<file path="src/rtl/hwpr_pkg.sv">
package hwpr_pkg;
  // How the host address is folded onto a plane address
  typedef enum logic [1:0] {
    XL_FLAT = 2'd0,
    XL_PAIR = 2'd1,
    XL_QUAD = 2'd2
  } xlate_e;
endpackage

</file>
<file path="src/rtl/hwpr_mode_decode.sv">
module hwpr_mode_decode
  import hwpr_pkg::*;
(
  input  logic   chain4_en,
  input  logic   oddeven_en,
  input  logic   packed_en,
  output xlate_e xlate,
  output logic   planar_path,
  output logic   linear_path
);
  always_comb begin
    if (chain4_en)       xlate = XL_QUAD;
    else if (oddeven_en) xlate = XL_PAIR;
    else                 xlate = XL_FLAT;
    linear_path = packed_en;
    planar_path = ~packed_en;
  end
endmodule

</file>
<file path="src/rtl/hwpr_addr_xlate.sv">
module hwpr_addr_xlate
  import hwpr_pkg::*;
#(
  parameter int ADDR_W     = 16,
  parameter int NUM_PLANES = 4
) (
  input  logic [ADDR_W-1:0] host_addr,
  input  xlate_e            xlate,
  output logic [ADDR_W-1:0] plane_addr
);
  localparam int SEL_W = $clog2(NUM_PLANES);

  always_comb begin
    unique case (xlate)
      XL_QUAD: plane_addr = host_addr >> SEL_W;
      XL_PAIR: plane_addr = host_addr >> 1;
      default: plane_addr = host_addr;
    endcase
  end
endmodule

</file>
<file path="src/rtl/hwpr_plane_gate.sv">
module hwpr_plane_gate #(
  parameter int NUM_PLANES = 4
) (
  input  logic [$clog2(NUM_PLANES)-1:0] addr_lo,
  input  logic [NUM_PLANES-1:0]         map_mask,
  input  logic                          chain4_en,
  input  logic                          oddeven_en,
  input  logic                          planar_go,
  output logic [NUM_PLANES-1:0]         plane_hit
);
  localparam int SEL_W = $clog2(NUM_PLANES);

  for (genvar j = 0; j < NUM_PLANES; j++) begin : g_plane
    logic chain_ok;
    logic pair_ok;
    always_comb begin
      chain_ok     = ~chain4_en  | (addr_lo == SEL_W'(j));
      pair_ok      = ~oddeven_en | (addr_lo[0] == j[0]);
      plane_hit[j] = planar_go & map_mask[j] & chain_ok & pair_ok;
    end
  end
endmodule

</file>
<file path="src/rtl/hwpr_top.sv">
module hwpr_top
  import hwpr_pkg::*;
#(
  parameter int ADDR_W     = 16,
  parameter int DATA_W     = 8,
  parameter int NUM_PLANES = 4
) (
  input  logic                  clk,
  input  logic                  rst_n,
  input  logic                  wr_stb,
  input  logic [ADDR_W-1:0]     host_addr,
  input  logic [DATA_W-1:0]     wr_data,
  input  logic [NUM_PLANES-1:0] map_mask,
  input  logic                  chain4_en,
  input  logic                  oddeven_en,
  input  logic                  packed_en,
  output logic [NUM_PLANES-1:0] plane_we,
  output logic [ADDR_W-1:0]     plane_addr,
  output logic                  lin_we,
  output logic [ADDR_W-1:0]     lin_addr,
  output logic [DATA_W-1:0]     out_data
);
  localparam int SEL_W = $clog2(NUM_PLANES);

  xlate_e                  xlate;
  logic                    planar_path;
  logic                    linear_path;
  logic [ADDR_W-1:0]       xl_addr;
  logic [NUM_PLANES-1:0]   hit;

  logic [NUM_PLANES-1:0]   plane_we_d;
  logic                    lin_we_d;
  logic [ADDR_W-1:0]       plane_addr_d;
  logic [ADDR_W-1:0]       lin_addr_d;
  logic [DATA_W-1:0]       out_data_d;

  hwpr_mode_decode u_dec (
    .chain4_en   (chain4_en),
    .oddeven_en  (oddeven_en),
    .packed_en   (packed_en),
    .xlate       (xlate),
    .planar_path (planar_path),
    .linear_path (linear_path)
  );

  hwpr_addr_xlate #(.ADDR_W(ADDR_W), .NUM_PLANES(NUM_PLANES)) u_xl (
    .host_addr  (host_addr),
    .xlate      (xlate),
    .plane_addr (xl_addr)
  );

  hwpr_plane_gate #(.NUM_PLANES(NUM_PLANES)) u_gate (
    .addr_lo    (host_addr[SEL_W-1:0]),
    .map_mask   (map_mask),
    .chain4_en  (chain4_en),
    .oddeven_en (oddeven_en),
    .planar_go  (wr_stb & planar_path),
    .plane_hit  (hit)
  );

  // Next-state
  always_comb begin
    plane_we_d   = hit;
    lin_we_d     = wr_stb & linear_path;
    plane_addr_d = plane_addr;
    lin_addr_d   = lin_addr;
    out_data_d   = out_data;
    if (wr_stb) begin
      plane_addr_d = xl_addr;
      lin_addr_d   = host_addr;
      out_data_d   = wr_data;
    end
  end

  // Registers
  always_ff @(posedge clk or negedge rst_n) begin
    if (!rst_n) begin
      plane_we   <= '0;
      lin_we     <= 1'b0;
      plane_addr <= '0;
      lin_addr   <= '0;
      out_data   <= '0;
    end else begin
      plane_we   <= plane_we_d;
      lin_we     <= lin_we_d;
      plane_addr <= plane_addr_d;
      lin_addr   <= lin_addr_d;
      out_data   <= out_data_d;
    end
  end

  // Assertions
  p_idle_quiet_r2: assert property (@(posedge clk) disable iff (!rst_n)
    !wr_stb |=> (plane_we == '0) && !lin_we);

  p_mask_gate_r3: assert property (@(posedge clk) disable iff (!rst_n)
    wr_stb && !packed_en |=> (plane_we & ~$past(map_mask)) == '0);

  p_zero_mask_drop_r4: assert property (@(posedge clk) disable iff (!rst_n)
    wr_stb && !packed_en && (map_mask == '0) |=> (plane_we == '0) && !lin_we);

  p_chain_single_r5: assert property (@(posedge clk) disable iff (!rst_n)
    wr_stb && !packed_en && chain4_en |=> $onehot0(plane_we));

  p_packed_bypass_r9: assert property (@(posedge clk) disable iff (!rst_n)
    wr_stb && packed_en |=> lin_we && (plane_we == '0) && (lin_addr == $past(host_addr)));

  p_data_pass_r10: assert property (@(posedge clk) disable iff (!rst_n)
    wr_stb |=> out_data == $past(wr_data));
endmodule

</file>
<file path="config.mk">
export PLATFORM = sky130hd
export DESIGN_NAME = hwpr_top
export DESIGN_NICKNAME = d
export VERILOG_FILES = /design/src/rtl/hwpr_pkg.sv /design/src/rtl/hwpr_mode_decode.sv /design/src/rtl/hwpr_addr_xlate.sv /design/src/rtl/hwpr_plane_gate.sv /design/src/rtl/hwpr_top.sv
export SDC_FILE = /design/constraint.sdc
export NUM_CORES = 1
export LEC_CHECK = 0
export ABC_AREA = 1
export BUFFER_PORTS_ARGS = -buffer_cell sky130_fd_sc_hd__clkbuf_2
export CORE_MARGIN = 3
export CORE_UTILIZATION = 48
export DETAILED_ROUTE_END_ITERATION = 6
export GPL_TIMING_DRIVEN = 0
export PLACE_DENSITY = 0.88
export SLEW_MARGIN = 20
export SYNTH_ARGS = -nofsm -noshare
export SYNTH_HDL_FRONTEND = slang
export SYNTH_SLANG_ARGS = --single-unit
</file>
<file path="constraint.sdc">
create_clock -name clk -period 1 [get_ports clk]
set_input_delay 0.05 -clock clk [delete_from_list [all_inputs] [get_ports clk]]
set_output_delay 0.05 -clock clk [all_outputs]
set_load 0.01 [all_outputs]
</file>
# Word-level counts from Yosys, hierarchy flattened
# Index checks and enable logic that the tools add are counted.
[totals]
register_bits = 45
latch_bits = 0
ramBits = 0
mem_bits_ro = 0
in_bits = 34
output_inout_bits = 45
elab_cells = 38
n_memories = 0
[classes]
addsub = 0
multipliers = 0
div_mod_pow = 0
n_lt_le_gt_ge = 0
eq_ne = 5
n_shift = 0
n_mux = 3
n_bitwise = 24
reduce_logical = 1
[ops]
columns = ["op", "count"]
rows = [
  ["$pmux 16 s2", 1],
  ["$and 1x1->1", 14],
  ["$eq 2x2->1 const B", 3],
  ["$or 1x1->1", 6],
  ["$eq 2x1->1 const B", 2],
  ["$not 1->1", 4],
  ["$logic_not 2->1", 1],
  ["$mux 2", 1],
  ["$mux 1", 1],
]

# Longest topological paths before layout
# Gate-level depths: netlist (run 1).
[depth]
word_depth = 5
mapped_depth = 7
depth_no_buf = 5

# Cells and area by module
# A second synthesis (run 1) with hierarchy kept.
[hier_totals]
hier_cells = 279
area_unflattened_um2 = 2243.4
[by_module_without_submodules]
columns = ["module", "instances", "cells_each", "area_per_inst_um2", "seq_area_each_um2"]
rows = [
  ["hwpr_top", 1, 179, 1750.4, 1126.1],
  ["hwpr_addr_xlate", 1, 73, 372.9, 0.0],
  ["hwpr_plane_gate", 1, 22, 91.3, 0.0],
  ["hwpr_mode_decode", 1, 5, 28.8, 0.0],
]

# Least setup slack after synthesis (run 1)
# No wires, ideal clock.
[synth_timing]
path_type = "register to register"
startpoint = "register, netlist name plane_addr[13]"
endpoint = "register plane_addr[13]"
setup_time_ns = 0.113
t_arrival_ns = 0.747
required_time_ns = 0.887
slack_ns = 0.140
path_stages_with_launch = 4
n_path_buf = 0
period_less_slack_ns = 0.860
path_cell_list = "dfrtp_1 -> or2_2 -> nand2_1 -> inv_1"
[synth_lines]
columns = ["item", "line_no", "text"]
rows = [
  ["to (signal assigned)", "hwpr_top.sv:86", "plane_addr <= plane_addr_d;"],
  ["to (decl)", "hwpr_top.sv:18", "output logic [ADDR_W-1:0] plane_addr,"],
]

# Worst setup path after layout (run 1)
[layout_timing]
startpoint = "input port host_addr[14]"
endpoint = "register plane_addr[12]"
[layout_between]
elab_chain_cells = 1
[layout_lines]
columns = ["item", "line_no", "text"]
rows = [
  ["from (decl)", "hwpr_top.sv:11", "input logic [ADDR_W-1:0] host_addr,"],
  ["$pmux 16 s2", "hwpr_addr_xlate.sv:14", "unique case (xlate)"],
]
# Every way passes these cells.
# A chain may end at the register's enable or synchronous reset.

==> results.md, run 1 <==
Pwr:
- Per report_power, the clock group accounts for 29.4% of the total.
- The sequential power share is 50.3%.
- The standby leakage power is 0.00161 uW.
- The analysis attributes to net switching a power of 1150 uW.
- The internal portion of the total power is 2960 uW.
- Combinational cells account for 20.3% of the total power.
- In this run the power density over the cells is 1470 nW/um^2.
- The fraction of power spent switching nets is 28.0%.
- IR analysis of the VDD net gives a maximum drop of 0.00104 V.

Global routing:
- Global routing consumed, on the met3 layer, 6.87% of the routing resources.
- Summed over all layers, the global routing overflow is 0.
- The via count of the first global-routing pass was 1,852.
- The wire length of the first global-routing pass is 8990 um.
- In the global route stage, met1 resource usage came out at 28.6%.
- The initial antenna violation count was 0.
- The maximum number of pins on one net before global-route repair is 46.
- met2 is the most crowded layer.
- In the global route stage, met2 resource usage came out at 37.0%.
- The overall global routing resource usage is 22.9%.

Logic synthesis:
- The post-synthesis cell area is 2070 sq um.
- The post-synth net total is 293.
- The share of the Yosys chip area taken by registers is 54.5%.
- Synthesis inferred 45 register bits.
- During synthesis, Yosys emitted a total of 0 warnings.
- A synthesized cell averages 7.98 sq um.
- The synthesized instance count is 259.
- The synthesized netlist contains 16 unique library cells.

Floorplanning:
- During I/O placement, the number of pins put on the boundary was 79.
- The area of the core region is 4090 sq um.
- The die covers 5130 sq um.
- The height of the chip is 71.6 um.
- The initialized floorplan defines 23 standard-cell rows.
- The starting density of the core is 50.6%.
- From left edge to right edge, the die measures 71.6 um.

Finish:
- The number of antenna repair diodes is 0.
- The final-layout fill cell count is 346.
- The fraction of final layout cells with drive strength greater than 1 is 30.7%.
- The finished cells cover 2800 sq um.
- From synthesis to final layout, the design area changed by 35.6%.
- The net count of the finished layout is 395.

Routing:
- The number of iterations in the first detailed-routing pass is 4.
- Once detail routing completed, the nets flagged for antenna violations numbered 0.
- In the routed layout, each cell is associated on average with a via count of 4.93.
- The detailed router finished its first iteration with 98 violations.
- After detailed routing, the number of remaining DRC violations is 0.
- The post-detailed-route wirelength per cell is 13.2 um.
- The detailed-route via count is 2,030.
- The total detailed-routing wirelength is 5430 um.

Clock network:
- The H-tree generated during clock tree synthesis spans 2 levels.
- The latest clock arrival within the worst-skew pair is 300 ps.
- The clock root buffer is sky130_fd_sc_hd__clkbuf_8.
- In this run the post-CTS setup repair buffer count came out at 0.
- In this run, CTS created clock tree buffers numbering 5.
- CTS saw 45 sinks.
- TritonCTS built the clock tree.
- The CTS clock-pin slew for the worst setup and hold paths is 80 ps.
- Buffers inserted to repair hold after CTS numbered 18.
- The clock passes through at most 2 buffers.

STA:
- The final hold violation count is 45.
- Setup repair after global routing left no endpoint under its margin.
- Summed over all failing endpoints, the final setup total negative slack is 0 ps.
- The maximum clock frequency is 1.09 GHz.
- Setup violations remaining at the end of the flow were counted as 0.
- The relative max-transition margin is 35.7%.
- The final period utilization is 91.5%.
- Across the routed clock network, the largest skew measured is 0 ps.
- The number of max-slew violations in the final report came to 0.
- The worst-margin pin slew is 965 ps.
- The minimum hold slack is -103 ps.
- The routed design could run at a clock period as short as 915 ps.
- In the post-route analysis, the smallest setup slack over all paths is 84.8 ps.

Worst setup path:
- STA puts the critical path data arrival time at 1110 ps.
- The capturing element type of the critical path is a register.
- The largest driver fanout on the critical path is 4.
- The worst-case reg-to-reg path depth is 3.
- The source of the critical timing path is host_addr[14].
- The worst setup slack for register-to-register paths is 100 ps.
- The critical path is of the in -> reg type.
- The critical register-to-register path endpoint is plane_addr[7].
- The required time at the worst-slack endpoint is 1200 ps.
- The worst register-to-register path begins at plane_addr[7].
- STA classifies the critical path startpoint as an input pin.

Run:
- The max-cap check violation count is 0.

Placed design:
- The count of port buffers added during placement is 77.
- The final weighted congestion in routability-driven placement is 0.820.
- The post-detailed-placement cell area is 2510 sq um.
- The placed wire-length estimate after detailed placement is 3800 um.
- The worst slack at placement is -5.13 ps.

Hold path:
- The class of the most critical hold timing path is in -> async.

Status:
- The run finished, with violations left.
- The checks that failed: hold timing.
[cell families after synthesis]
kind of cell / after synthesis / synth area share [%]
flip-flops: 45 / 54.5
buffers and inverters: 34 / 7.63
AO/OA/AOI/OAI: 21 / 5.63
AND/OR/NAND/NOR: 159 / 32.3
[metal layers]
layer / part of all wire, % / up-vias
met5: 0 / -
met4: 2.5 / 0
met3: 8.2 / 12
met2: 47 / 90
met1: 42 / 919
li1: - / 1009
[timing repair]
item	CTS	global route
endpoints found under the hold margin	63	45
gates resized for setup	0	2
setup endpoints to repair	0	4
[cells in the final DEF, fill, tap and decap left out]
cell / count
sky130_fd_sc_hd__nand2_1: 113
sky130_fd_sc_hd__clkbuf_2: 76
sky130_fd_sc_hd__dfrtp_1: 45
sky130_fd_sc_hd__nand3_1: 28
sky130_fd_sc_hd__inv_1: 19
sky130_fd_sc_hd__dlygate4sd3_1: 18
sky130_fd_sc_hd__a21oi_1: 14
sky130_fd_sc_hd__or2_2: 11
sky130_fd_sc_hd__buf_2: 7
sky130_fd_sc_hd__clkbuf_8: 7
sky130_fd_sc_hd__nor2_1: 5
sky130_fd_sc_hd__clkbuf_1: 3
sky130_fd_sc_hd__a21boi_0: 3
sky130_fd_sc_hd__buf_6: 2
sky130_fd_sc_hd__inv_2: 2
sky130_fd_sc_hd__buf_4: 2
sky130_fd_sc_hd__o21ai_0: 2
sky130_fd_sc_hd__nor2_2: 1
sky130_fd_sc_hd__nor2_4: 1
sky130_fd_sc_hd__a22o_1: 1
sky130_fd_sc_hd__a21oi_2: 1
sky130_fd_sc_hd__clkinv_2: 1
[per-stage QoR]
stage               utilization [%]  power (uW)  instances
floorplan                         -        2490        259
global placement               61.5        2850        386
detailed placement             61.5        2880        386
CTS                            68.4        4150        412
global route                   68.6        4350        412
finish                         68.6        4110        412
[worst max path at each step]
stage	slack, ps	to
after floorplan	140	plane_addr[13]
final	80	plane_addr[12]
after detailed placement	-5	plane_addr[0]
after global routing	30	plane_addr[12]
after CTS	110	plane_addr[12]
after global placement	-6	plane_addr[0]
[Yosys cell counts]
master                       n  area, sq um
sky130_fd_sc_hd__clkbuf_1    3         11.3
sky130_fd_sc_hd__or2_2      11         68.8
sky130_fd_sc_hd__nor2_1      6         22.5
sky130_fd_sc_hd__a22o_1      1         8.76
sky130_fd_sc_hd__inv_1      19         71.3
sky130_fd_sc_hd__a21boi_0    3         22.5
sky130_fd_sc_hd__inv_2       2         7.51
sky130_fd_sc_hd__nand2_1   113          424
sky130_fd_sc_hd__a21oi_1    15         75.1
sky130_fd_sc_hd__buf_6       2         22.5
sky130_fd_sc_hd__buf_2       6         30.0
sky130_fd_sc_hd__nor2_4      1         11.3
sky130_fd_sc_hd__nand3_1    28          140
sky130_fd_sc_hd__buf_4       2         15.0
sky130_fd_sc_hd__o21ai_0     2         10.0
sky130_fd_sc_hd__dfrtp_1    45         1130
[registers in the layout (all words and copies together) (netlist names)]
register	count
plane_addr	16
plane_we	4
lin_addr	16
out_data	8
lin_we	1
[final cells by class]
| class | count | area [sq um] | share of cell area, % |
|---|---|---|---|
| Sequential cell | 45 | 1130 | 40.2 |
| Multi-Input combinational cell | 180 | 790 | 28.2 |
| Clock buffer | 7 | 96.3 | 3.44 |
| Clock inverter | 1 | 5.00 | 0.179 |
| Timing Repair Buffer | 95 | 566 | 20.2 |
| Buffer | 13 | 78.8 | 2.81 |
| Tap cell | 50 | 62.6 | 2.23 |
| Inverter | 21 | 78.8 | 2.81 |
[power by group through the flow]
| stage | Sequential (uW) | Combinational [uW] | Clock (uW) |
|---|---|---|---|
| global placement | 2090 | 756 | 0 |
| finish | 2070 | 835 | 1210 |
| global route | 2090 | 935 | 1330 |
| floorplan | 2180 | 318 | 0 |
| detailed placement | 2100 | 776 | 0 |
| CTS | 2060 | 834 | 1250 |
[worst max-delay path, stage by stage]
cell                            delay, ps
sky130_fd_sc_hd__dlygate4sd3_1        550
sky130_fd_sc_hd__clkbuf_2             140
sky130_fd_sc_hd__a21oi_2              130
sky130_fd_sc_hd__nand3_1              120
sky130_fd_sc_hd__nand2_1               80
sky130_fd_sc_hd__inv_1                 40
(Power assumes the default switching activity.)
==> run 2: changes to the inputs <==
- BUFFER_PORTS_ARGS: -buffer_cell sky130_fd_sc_hd__clkbuf_2 -> not set
- CORE_UTILIZATION: 48 -> 60
- DONT_BUFFER_PORTS: not set -> 1
- PLACE_DENSITY: 0.88 -> 0.85
==> results.md, run 2 (synthesis gave the netlist of run 1 again) <==
Status:
- The flow ran to the end, but the final reports show violations.
- The checks that failed: hold timing, setup timing.

Clock network:
- The TritonCTS clock tree is done.
- The clock reaches the later pin of the worst-skew pair after 360 ps.
- The deepest level of the CTS H-tree is 2.
- Buffers inserted to repair hold after CTS numbered 32.
- Clock tree synthesis inserted a total of 5 buffers.
- The number of sinks driven by the clock tree is 45.
- After clock tree synthesis, the clock-pin slew on the worst setup and hold paths is 130 ps.
- The clock root buffer is sky130_fd_sc_hd__clkbuf_4.
- The clock passes through at most 2 buffers.

Finish:
- 0 antenna diodes ended up in the layout.
- The finished cells cover 2510 sq um.
- The top cell types in the final layout, fill and taps aside, are sky130_fd_sc_hd__nand2_1, sky130_fd_sc_hd__dfrtp_1, sky130_fd_sc_hd__dlygate4sd3_1.
- The footprint of the multi-input gates is 788 sq um.
- The largest registers in the layout are lin_addr x16, plane_addr x16, out_data x8.
- The post-synthesis to final-layout area growth is 21.7%.
- The library cell used most frequently in the layout, excluding fill and tap cells, is sky130_fd_sc_hd__nand2_1.
- At the end of the flow the core is filled with cells to 79.1%.
- The net count of the finished layout is 334.
- Across the whole layout, storage elements account for 1130 sq um.
- The final non-filler cell total is 345.
- The fraction of final layout cells with drive strength greater than 1 is 11.0%.
- Fill cells in the final layout number 219.

Worst setup path:
- For the worst setup path, the data required time is 1250 ps.
- The most numerous cell type found on the critical path is sky130_fd_sc_hd__nand2_1.
- The worst setup path is captured at a register.
- The element type at the critical path start is an input pin.
- The largest driver fanout on the critical path is 10.
- The critical path in this run is classified as in -> reg.
- The critical path goes through dlygate4sd3_1 > buf_2 > nand2_1 > inv_1 > a21boi_0 > nand2_1.
- The longest individual stage delay on the worst path is 550 ps.
- The gate family responsible for the most delay along the worst path is buffers and inverters.
- Data on the critical path arrives at its endpoint at 1260 ps.
- The number of buffers and inverters on the critical path is 3.
- The slowest cell on the critical path is sky130_fd_sc_hd__dlygate4sd3_1.

Floorplanning:
- The height of the chip is 64.7 um.
- In this run the count of I/O pins placed on the die edge is 79.
- From left edge to right edge, the die measures 64.7 um.
- The die covers 4190 sq um.
- The number of core rows is 20.
- The core region is 3180 sq um.
- The starting density of the core is 65.0%.

STA:
- Setup violations remaining at the end of the flow were counted as 2.
- The final hold violation count is 45.
- The setup skew after layout is 0 ps.
- The relative max-transition margin is 73.1%.
- The number of max-slew violations in the final report came to 0.
- Across all hold checks on the routed design, the worst slack comes to -640 ps.
- The worst setup slack after layout is -6.80 ps.
- The worst-margin pin slew is 404 ps.
- The final critical path takes up 101% of the cycle.
- The maximum clock frequency is 0.993 GHz.
- The routed design could run at a clock period as short as 1010 ps.

Global routing:
- The overall global routing resource usage is 29.0%.
- The initial antenna violation count came to 0.
- Entering global routing, the biggest net connects 46 pins.
- The total overflow left after global routing is 0.
- The wire length of the first global-routing pass is 9040 um.
- The via count of the first global-routing pass is 1,818.

Placed design:
- The post-detailed-placement cell area is 2120 sq um.
- After detailed placement, the design holds a cell count of 303.
- The placed wire-length estimate after detailed placement is 3480 um.
- The count of port buffers added during placement is 0.
- The final weighted congestion in routability-driven placement is 0.821.

Routing:
- The post-detailed-route wirelength per cell is 16.5 um.
- In the routed design, unresolved DRC markers number 0.
- Using the TritonRoute via totals, the vias-per-cell ratio works out to 5.58.
- The DRC violation total after the first TritonRoute iteration is 146.
- The remaining number of nets flagged by the antenna check after routing is 0.
- The number of iterations in the first detailed-routing pass is 4.
- The final layout contains routed wiring with a total length of 5710 um.
- For this block, the via count after detailed routing is 1,925.

Pwr:
- Dividing total power by cell area gives a power density of 1430 nW/um^2.
- The standby leakage power is 0.00133 uW.
- The design draws 3600 uW.
- The worst-case IR drop observed on VDD is 0.00117 V.

Run:
- The max-cap check violation count is 0.

Hold path:
- In this run the worst hold path is classified as in -> async.
## run 2: cell types whose count changed in the layout (fill, tap and decap cells not counted), moves of 2 or more
cell,delta
sky130_fd_sc_hd__buf_4,+2
sky130_fd_sc_hd__clkbuf_2,-76
sky130_fd_sc_hd__clkbuf_1,+2
sky130_fd_sc_hd__clkbuf_8,-7
sky130_fd_sc_hd__dlygate4sd3_1,+14
sky130_fd_sc_hd__clkbuf_4,+5
## run 2: stage by stage
stage	setup WS (ps)	TNS (ps)
after floorplan	140	0
final	-6.80	-12.1
after CTS	22.1	0
after detailed placement	59.5	0
after global placement	98.7	0
after global routing	-34.7	-43.9
## run 2: power by group
| part | switching [uW] | total, uW | internal (uW) |
|---|---|---|---|
| logic | 308 | 556 | 248 |
| clock network | 582 | 860 | 278 |
| registers | 203 | 2180 | 1980 |
| total | 1090 | 3600 | 2510 |
## run 2: layer usage
layer	vias to the layer above	GRT usage, %	wire [um]
li1	885	-	-
met1	875	33.1	2070
met2	138	49.1	2810
met3	27	9.53	633
met4	0	13.7	199
met5	-	0	0
## run 2: cell type report
class	count	area share, %
Sequential cell	45	44.8
Multi-Input combinational cell	180	31.3
Timing Repair Buffer	34	13.3
Buffer	13	3.13
Inverter	21	3.13
Tap cell	44	2.19
Clock buffer	7	1.79
Clock inverter	1	0.299
## run 2: path summary, 6_finish.rpt
check | slack (ps) | cells after the start | endpoint | start
max | -7 | 6 | plane_addr[1] | wr_stb
min reg2reg | 550 | 2 | out_data[3] | out_data[3]
min | -640 | 0 | lin_addr[7] | rst_n
max reg2reg | 40 | 3 | plane_addr[1] | plane_addr[1]
max in group asynchronous | 1540 | 0 | plane_addr[8] | rst_n
min in group clk | 40 | 4 | plane_addr[14] | chain4_en
## run 2: timing repair
| item | CTS | global route |
|---|---|---|
| setup buffers | 0 | 2 |
| endpoints found under the setup margin | 0 | 9 |
| hold endpoints to repair | 90 | 45 |
| gates resized for setup | 0 | 3 |
